## src/rtl/dbg_entry_pkg.sv

```systemverilog
package dbg_entry_pkg;

    typedef enum logic [2:0] {
        ST_RUN      = 3'd0,
        ST_WAIT_BND = 3'd1,
        ST_SKIP_ONE = 3'd2,
        ST_ACTIVE   = 3'd3,
        ST_STALL    = 3'd4
    } dbg_state_e;

    typedef enum logic [1:0] {
        SRC_NONE = 2'd0,
        SRC_INSN = 2'd1,
        SRC_CMD  = 2'd2,
        SRC_BKPT = 2'd3
    } dbg_src_e;

endpackage

```

## src/rtl/dbg_window_match.sv

```systemverilog
module dbg_window_match #(
    parameter int               ADDR_W = 18,
    parameter logic [ADDR_W-1:0] BASE  = '0,
    parameter int               SPAN   = 256
) (
    input  logic [ADDR_W-1:0] addr,
    output logic              hit
);
    localparam logic [ADDR_W:0] SPAN_EXT = (ADDR_W+1)'(SPAN);

    logic [ADDR_W:0] offset;

    always_comb begin
        offset = {1'b0, addr} - {1'b0, BASE};
        hit    = !offset[ADDR_W] && (offset < SPAN_EXT);
    end
endmodule

```

## src/rtl/dbg_stall_timer.sv

```systemverilog
module dbg_stall_timer #(
    parameter int CNT = 4
) (
    input  logic clk,
    input  logic rst_n,
    input  logic start,
    output logic done
);
    localparam int CW = $clog2(CNT + 1);

    logic [CW-1:0] cnt_q;

    always_ff @(posedge clk or negedge rst_n) begin
        if (!rst_n) begin
            cnt_q <= '0;
        end else if (start) begin
            cnt_q <= CW'(CNT);
        end else if (cnt_q != '0) begin
            cnt_q <= cnt_q - 1'b1;
        end
    end

    always_comb done = (cnt_q == CW'(1));
endmodule

```

## src/rtl/dbg_entry_fsm.sv

```systemverilog
module dbg_entry_fsm
    import dbg_entry_pkg::*;
(
    input  logic       clk,
    input  logic       rst_n,
    input  logic       dbg_enable,
    input  logic       halt_insn,
    input  logic       ext_halt_cmd,
    input  logic       bkpt_req,
    input  logic       bkpt_after,
    input  logic       insn_boundary,
    input  logic       resume_cmd,
    input  logic       write_pc_cmd,
    input  logic       pc_hit,
    input  logic       stall_done,
    output logic       stall_start,
    output logic       dbg_active,
    output logic       halt_req,
    output logic       stall_req,
    output logic       pc_flag,
    output logic [1:0] entry_src
);
    dbg_state_e state_q, state_d;
    dbg_src_e   src_q, src_d;
    logic       flag_q, flag_d;

    // state register
    always_ff @(posedge clk or negedge rst_n) begin
        if (!rst_n) begin
            state_q <= ST_RUN;
            src_q   <= SRC_NONE;
            flag_q  <= 1'b0;
        end else begin
            state_q <= state_d;
            src_q   <= src_d;
            flag_q  <= flag_d;
        end
    end

    // transitions
    always_comb begin
        state_d     = state_q;
        src_d       = src_q;
        flag_d      = flag_q;
        stall_start = 1'b0;
        unique case (state_q)
            ST_RUN: begin
                if (halt_insn) begin
                    if (dbg_enable) begin
                        state_d = ST_ACTIVE;
                        src_d   = SRC_INSN;
                        flag_d  = pc_hit;
                    end else begin
                        state_d     = ST_STALL;
                        stall_start = 1'b1;
                    end
                end else if (bkpt_req && dbg_enable) begin
                    src_d   = SRC_BKPT;
                    state_d = bkpt_after ? ST_SKIP_ONE : ST_WAIT_BND;
                end else if (ext_halt_cmd && dbg_enable) begin
                    src_d   = SRC_CMD;
                    state_d = ST_WAIT_BND;
                end
            end
            ST_SKIP_ONE: begin
                if (insn_boundary) state_d = ST_WAIT_BND;
            end
            ST_WAIT_BND: begin
                if (insn_boundary) begin
                    state_d = ST_ACTIVE;
                    flag_d  = pc_hit;
                end
            end
            ST_ACTIVE: begin
                if (write_pc_cmd) flag_d = 1'b0;
                if (resume_cmd && !flag_q) begin
                    state_d = ST_RUN;
                    src_d   = SRC_NONE;
                end
            end
            ST_STALL: begin
                if (stall_done) state_d = ST_RUN;
            end
            default: begin
                state_d = ST_RUN;
                src_d   = SRC_NONE;
            end
        endcase
    end

    // outputs
    always_comb begin
        dbg_active = 1'b0;
        halt_req   = 1'b0;
        stall_req  = 1'b0;
        unique case (state_q)
            ST_RUN, ST_SKIP_ONE: ;
            ST_WAIT_BND: halt_req   = 1'b1;
            ST_ACTIVE:   dbg_active = 1'b1;
            ST_STALL:    stall_req  = 1'b1;
            default: ;
        endcase
        pc_flag   = flag_q;
        entry_src = src_q;
    end
endmodule

```

## src/rtl/dbg_entry_ctrl.sv

```systemverilog
module dbg_entry_ctrl #(
    parameter int                ADDR_W    = 18,
    parameter logic [ADDR_W-1:0] WIN_BASE  = 18'h3FF00,
    parameter int                WIN_SPAN  = 256,
    parameter int                REG_COUNT = 12,
    parameter int                STALL_CYC = 4
) (
    input  logic              clk,
    input  logic              rst_n,
    input  logic              dbg_enable,
    input  logic              halt_insn,
    input  logic              ext_halt_cmd,
    input  logic              bkpt_req,
    input  logic              bkpt_after,
    input  logic              insn_boundary,
    input  logic              resume_cmd,
    input  logic              write_pc_cmd,
    input  logic [ADDR_W-1:0] pc_in,
    input  logic [ADDR_W-1:0] bus_addr,
    input  logic              user_access,
    output logic              dbg_active,
    output logic              halt_req,
    output logic              stall_req,
    output logic              overlay_en,
    output logic              pc_in_window,
    output logic              dbgreg_sel,
    output logic [1:0]        entry_src
);
    logic pc_hit, reg_hit, stall_start, stall_done;

    dbg_window_match #(.ADDR_W(ADDR_W), .BASE(WIN_BASE), .SPAN(WIN_SPAN)) u_pc_win (
        .addr (pc_in),
        .hit  (pc_hit)
    );

    dbg_window_match #(.ADDR_W(ADDR_W), .BASE(WIN_BASE), .SPAN(REG_COUNT)) u_reg_win (
        .addr (bus_addr),
        .hit  (reg_hit)
    );

    dbg_stall_timer #(.CNT(STALL_CYC)) u_timer (
        .clk   (clk),
        .rst_n (rst_n),
        .start (stall_start),
        .done  (stall_done)
    );

    dbg_entry_fsm u_fsm (
        .clk           (clk),
        .rst_n         (rst_n),
        .dbg_enable    (dbg_enable),
        .halt_insn     (halt_insn),
        .ext_halt_cmd  (ext_halt_cmd),
        .bkpt_req      (bkpt_req),
        .bkpt_after    (bkpt_after),
        .insn_boundary (insn_boundary),
        .resume_cmd    (resume_cmd),
        .write_pc_cmd  (write_pc_cmd),
        .pc_hit        (pc_hit),
        .stall_done    (stall_done),
        .stall_start   (stall_start),
        .dbg_active    (dbg_active),
        .halt_req      (halt_req),
        .stall_req     (stall_req),
        .pc_flag       (pc_in_window),
        .entry_src     (entry_src)
    );

    always_comb begin
        overlay_en = dbg_active;
        dbgreg_sel = overlay_en && !user_access && reg_hit;
    end
endmodule

```

## config.mk

```make
export PLATFORM = sky130hd
export DESIGN_NAME = dbg_entry_ctrl
export DESIGN_NICKNAME = d
export VERILOG_FILES = /design/src/rtl/dbg_entry_pkg.sv /design/src/rtl/dbg_window_match.sv /design/src/rtl/dbg_stall_timer.sv /design/src/rtl/dbg_entry_fsm.sv /design/src/rtl/dbg_entry_ctrl.sv
export SDC_FILE = /design/constraint.sdc
export NUM_CORES = 1
export LEC_CHECK = 0
export ABC_AREA = 1
export BUFFER_PORTS_ARGS = -buffer_cell sky130_fd_sc_hd__buf_2
export CORE_UTILIZATION = 38
export DETAILED_ROUTE_END_ITERATION = 8
export PLACE_DENSITY_LB_ADDON = 0.2
export SYNTH_ARGS = -nofsm -noshare
export SYNTH_HDL_FRONTEND = slang
export SYNTH_SLANG_ARGS = --single-unit
```

## constraint.sdc

```tcl
create_clock -name clk -period 1 [get_ports clk]
set_input_delay 0 -clock clk [delete_from_list [all_inputs] [get_ports clk]]
set_output_delay 0 -clock clk [all_outputs]
set_load 0.03 [all_outputs]
```

## Word level (Yosys, flattened, before mapping)

Cells that the tools add are included.

| word-level totals | value |
|---|---|
| register bits | 9 |
| input bits | 47 |
| output and inout bits | 8 |

| operators by class | value |
|---|---|
| add/subtract/negate cells | 3 |
| magnitude comparators | 2 |
| equality and inequality tests | 14 |
| muxes and demuxes | 29 |
| bitwise operators | 1 |
| reduce and logical (&&, ||, !) cells | 19 |

Operators by type and width:

| operator | number |
|---|---|
| 18-bit by 18-bit subtractor with 19-bit output, second input constant | 2 |
| 3-bit 2-to-1 mux | 10 |
| 19-bit by 4-bit < comparator with 1-bit output, second input constant | 1 |
| 19-bit by 9-bit < comparator with 1-bit output, second input constant | 1 |
| 3-bit one-hot mux with 5 select lines | 1 |
| 2-bit 2-to-1 mux | 6 |
| 2-bit inequality test, second input constant | 6 |
| 1-bit 2-to-1 mux | 10 |
| 5-bit AND reduction | 2 |
| 1-bit logical AND | 7 |
| 3-bit by 1-bit == test with 1-bit output, second input constant | 2 |
| 3-bit by 2-bit == test with 1-bit output, second input constant | 2 |
| 2-bit one-hot mux with 3 select lines | 1 |
| 3-bit nonzero test | 2 |
| 1-bit zero test | 4 |
| 4-bit by 2-bit inequality test with 1-bit output, second input constant | 1 |
| 4-bit AND reduction | 1 |
| 3-bit == test, second input constant | 1 |
| 3-bit zero test | 1 |
| 3-bit inequality test, second input constant | 1 |
| 1-bit one-hot mux with 3 select lines | 1 |
| 3-bit OR reduction | 1 |
| 3-bit by 1-bit subtractor with 3-bit output, second input constant | 1 |
| 2-bit by 1-bit inequality test with 1-bit output, second input constant | 1 |
| other kinds (2) | 2 |

## Depth between registers and ports, before layout

| logic depth | value |
|---|---|
| depth in word-level cells | 6 |
| gate-level depth with buffers | 9 |
| depth with buffers taken out | 9 |

## By module

A second synthesis with hierarchy kept.

| unflattened totals | value |
|---|---|
| cells, all modules | 142 |
| area total of the unflattened synthesis | 845.8 sq um |

By module, submodules not included:

| module | times used | cells an instance | area each (sq um) |
|---|---|---|---|
| dbg_entry_fsm | 1 | 82 | 488.0 |
| dbg_stall_timer | 1 | 25 | 193.9 |
| dbg_window_match at u_reg_win | 1 | 21 | 91.3 |
| dbg_window_match at u_pc_win | 1 | 11 | 55.1 |
| dbg_entry_ctrl | 1 | 3 | 17.5 |

## Worst setup path after synthesis

No wires, ideal clock.

| path | value |
|---|---|
| path kind | register to register |
| start point | reg u_fsm.state_q[2] |
| end point | reg u_fsm.flag_q (netlist: u_fsm.pc_flag) |
| data arrival time | 1.373 ns |
| required time | 0.877 ns |
| slack | -0.496 ns |
| cell stages (with the launch flop) | 9 |
| path buffers | 0 |
| cells stage by stage | dfrtp_1 > inv_1 > nand2_1 > nor2_1 > nand2_1 > nand2_1 > nor2_1 > nand2_1 > nand2_1 |

| on the way | value |
|---|---|
| cells in the longest elaborated chain, start to end | 3 |

Ends and longest elaborated chain:

| element | line | RTL |
|---|---|---|
| start, declared | dbg_entry_fsm.sv:23 | `dbg_state_e state_q, state_d;` |
| start signal, assigned | dbg_entry_fsm.sv:34 | `state_q <= state_d;` |
| 3-bit by 2-bit == test with 1-bit output (tied with other cells) | dbg_entry_fsm.sv:46 | `unique case (state_q)` |
| 2-bit inequality test (no source line) or 3-bit nonzero test (tied branches) | - |  |
| 5-bit AND reduction (no source line) | - |  |
| end signal, assigned | dbg_entry_fsm.sv:36 | `flag_q <= flag_d;` |
| end, declared | dbg_entry_fsm.sv:25 | `logic flag_q, flag_d;` |

Several ways; a longest one is shown, not always the timed one.
A chain may end at the register's enable or synchronous reset.

## Final worst setup path

| path | value |
|---|---|
| start point | reg u_fsm.state_q[2] |
| end point | out dbgreg_sel |

| on the way | value |
|---|---|
| cells in the longest elaborated chain, start to end | 4 |

Ends and longest elaborated chain:

| element | line | RTL |
|---|---|---|
| 3-bit by 2-bit == test with 1-bit output | dbg_entry_fsm.sv:96 | `unique case (state_q)` |
| 1-bit 2-to-1 mux | dbg_entry_fsm.sv:96 |  |
| 1-bit logical AND (2 in a row) | dbg_entry_ctrl.sv:71 | `dbgreg_sel = overlay_en && !user_access && reg_hit;` |
| end, declared | dbg_entry_ctrl.sv:26 | `output logic dbgreg_sel,` |

No other way between the ends.

==> metrics <==
Avg Inst Size Synth=6.23 sq um; num rows=17; Die W=50.3 um; htree depth=1; reg-to-reg endpoint=u_fsm.entry_src[0]; Hold EP=u_fsm.pc_flag; GPL Wtd Cong=0.892; Initial Util=40.0%; Diodes inserted=0; Die Height=50.3 um; layout cells sized above 1=51.7%; final worst-path cycle share=130%; final wirelength=2520 um; final hold viol count=0; Final min period=1.30 ns; Mapped Area=885 sq um; post-route ant nets=0; initial antenna violation count=0; R2R Setup Slk=-0.29 ns; cts bufs inserted=3; Least-Margin Pin Slew=0.232 ns; most common cell in the netlist=nand2_1; hold depth=5; worst reg2reg path startpoint=u_fsm.state_q[0]; total track usage=21.6%; largest stage delay on the critical path=0.41 ns; latest clock arrival within the worst-skew pair=0.27 ns; Top FF cell, synth=dfrtp_1; register area=229 sq um; most frequent cells after synthesis=nand2_1, inv_1, nor2_1; critical path peak fanout=3; Area Growth Syn to Fin=66.3%; Worst-path clk slew=0.07 ns; r2r worst-path depth=6; Startpoint Class=register; DP HPWL=1900 um; top post-synthesis cells by area=dfrtp_1, nand2_1, inv_1; fill count=207; Final Slew Violations=0; Fin Hold WS=0.0660 ns; Async S/R FF share, synth=100%; crit-path cells=inv_2, nand3_4, clkinvlp_4, nand3_2, nor2_4, buf_6; area occupied by multi-input gates=664 sq um; Via-to-Cell Ratio=4.67; kind of critical path=reg -> out; Net Count, Synth=194; max-cap viol count=0; Post-synth EDFFs=0; RSZ-0062 raised after global routing=yes; Worst path depth=6; worst rel slew slack=84.4%; Peak supply drop=1420 uV; CTS tree=yes; Pleak=0.000823 uW; CTS max path bufs=2; setup violators final=14; vias in the first global route=1023; die area=0.00253 sq mm; First-pass DRT Iterations=4; status=complete, but fails checks; Post-DP Area=0.00126 sq mm; worst min-delay path category=in -> reg; pwr dens=2500 mW/mm^2; Port Buffers=44; Setup crit end kind=output pin; top cell type's share of synthesized area=25.5%; largest net degree at the start of global routing=10; Fin Clk Skew=0.00375 ns; post-route cell area=0.00147 sq mm; WL/cell=10.6 um; sequential element share of the synthesized area=25.5%; synth warn=0; arrival time worst endpoint=1.30 ns; Root Buffer=clkbuf_4; Core Area=0.00221 sq mm; Vias=1106; critical hold path startpoint=pc_in[14]; Initial DRC Count=17; GR Overflow Total=0; Bufs and invs on worst path=3; CTS Sinks=9; first-pass GRT wire length=4130 um; Seq cells post-synth=9; Nets=262; unique cell type count in the Yosys netlist=22; Yosys top cell by area=dfrtp_1; IO Pins=55; # DRC=0; delay-heaviest family, CP=flip-flops; Fmax=770 MHz; Worst Path Required=1.00 ns; PnR worst setup slack=-0.299 ns; failing checks=setup timing; Post-Synthesis Cells=142; Slowest cell on crit path=dfrtp_1
-- layout by cell type (no fill, tap or decap), types with 2 or more instances in the layout --
cell	netlist	layout
nand2_1	47	43
buf_2	0	39
buf_4	1	17
inv_1	22	15
nor2_1	17	12
nor2_4	3	8
buf_6	1	8
inv_2	1	6
nand3_2	2	6
nand2_2	4	6
dfrtp_1	9	6
nand3_1	11	5
a21oi_1	4	4
nor2_2	4	4
ha_1	5	4
nand4_1	3	3
clkbuf_4	0	3
dfrtp_2	0	3
nand2_4	0	2
clkinvlp_4	0	2
nand3_4	0	2
-- area by class of cell --
cell class	count	area share, %
multi-input combinational	108	45.2
timing repair buffer	65	28.7
sequential	9	15.6
inverter	23	6.38
tap	28	2.38
clock buffer	4	1.79
-- worst max-delay path by stage --
stage / slack [ns] / to / from
3_3_place_gp: -0.23 / u_fsm.state_q[0] / u_fsm.state_q[0]
5_1_grt: -0.37 / dbgreg_sel / u_fsm.state_q[2]
4_1_cts: -0.27 / u_fsm.entry_src[1] / u_fsm.state_q[1]
6_report: -0.30 / dbgreg_sel / u_fsm.state_q[2]
2_1_floorplan: -0.22 / u_fsm.state_q[1] / u_fsm.state_q[1]
3_5_place_dp: -0.25 / u_fsm.state_q[1] / u_fsm.state_q[0]
-- where the power goes --
group	switching [uW]	internal, uW
Clock	148	155
Sequential	181	522
Combinational	1460	1210
-- flip-flops by register name, summed over array words and instances (netlist names) --
| register | flops |
|---|---|
| u_fsm.pc_flag | 1 |
| u_fsm.entry_src | 2 |
| u_timer.cnt_q | 3 |
| u_fsm.state_q | 3 |
-- metal layers --
layer  part of all wire, %  track usage, %
met2                    50            38.2
met3                   3.0            2.12
met5                     0               0
met1                    46            26.3
met4                   1.4            8.57
-- per-stage QoR --
stage | utilization, % | std cells | worst slack (ns) | setup TNS (ns) | power, uW
finish | 66.5 | 237 | -0.299 | -3.50 | 3680
global route | 66.5 | 237 | -0.366 | -4.32 | 3970
CTS | 65.3 | 237 | -0.275 | -3.24 | 3540
detailed placement | 56.9 | 225 | -0.249 | -1.88 | 2730
global placement | 56.9 | 225 | -0.233 | -1.65 | 2670
floorplan | - | 142 | -0.224 | -1.17 | 2110
-- kinds of logic (layout without fill, tap and decap cells) --
kind of cell,after synthesis,in the layout,synth area share (%)
XOR/XNOR,2,2,1.98
AND/OR/NAND/NOR,92,92,47.8
adder cells (fa/ha/maj),5,5,7.07
flip-flops,9,9,25.5
AO/OA/AOI/OAI,9,9,5.80
buffers and inverters,25,92,11.9
-- worst min-delay path: cells and delay by family --
family / cells / cell delay, ns
simple gates: 4 / 0.20
buf+inv: 1 / 0.10
-- repair_timing --
action / CTS / global route
endpoints found under the hold margin: 9 / 0
setup buffers: 7 / 0
pin swaps: 8 / 7
gates resized for setup: 28 / 7
hold buffers: 1 / 0
setup endpoints to repair: 14 / 14
(Power assumes the default switching activity.)
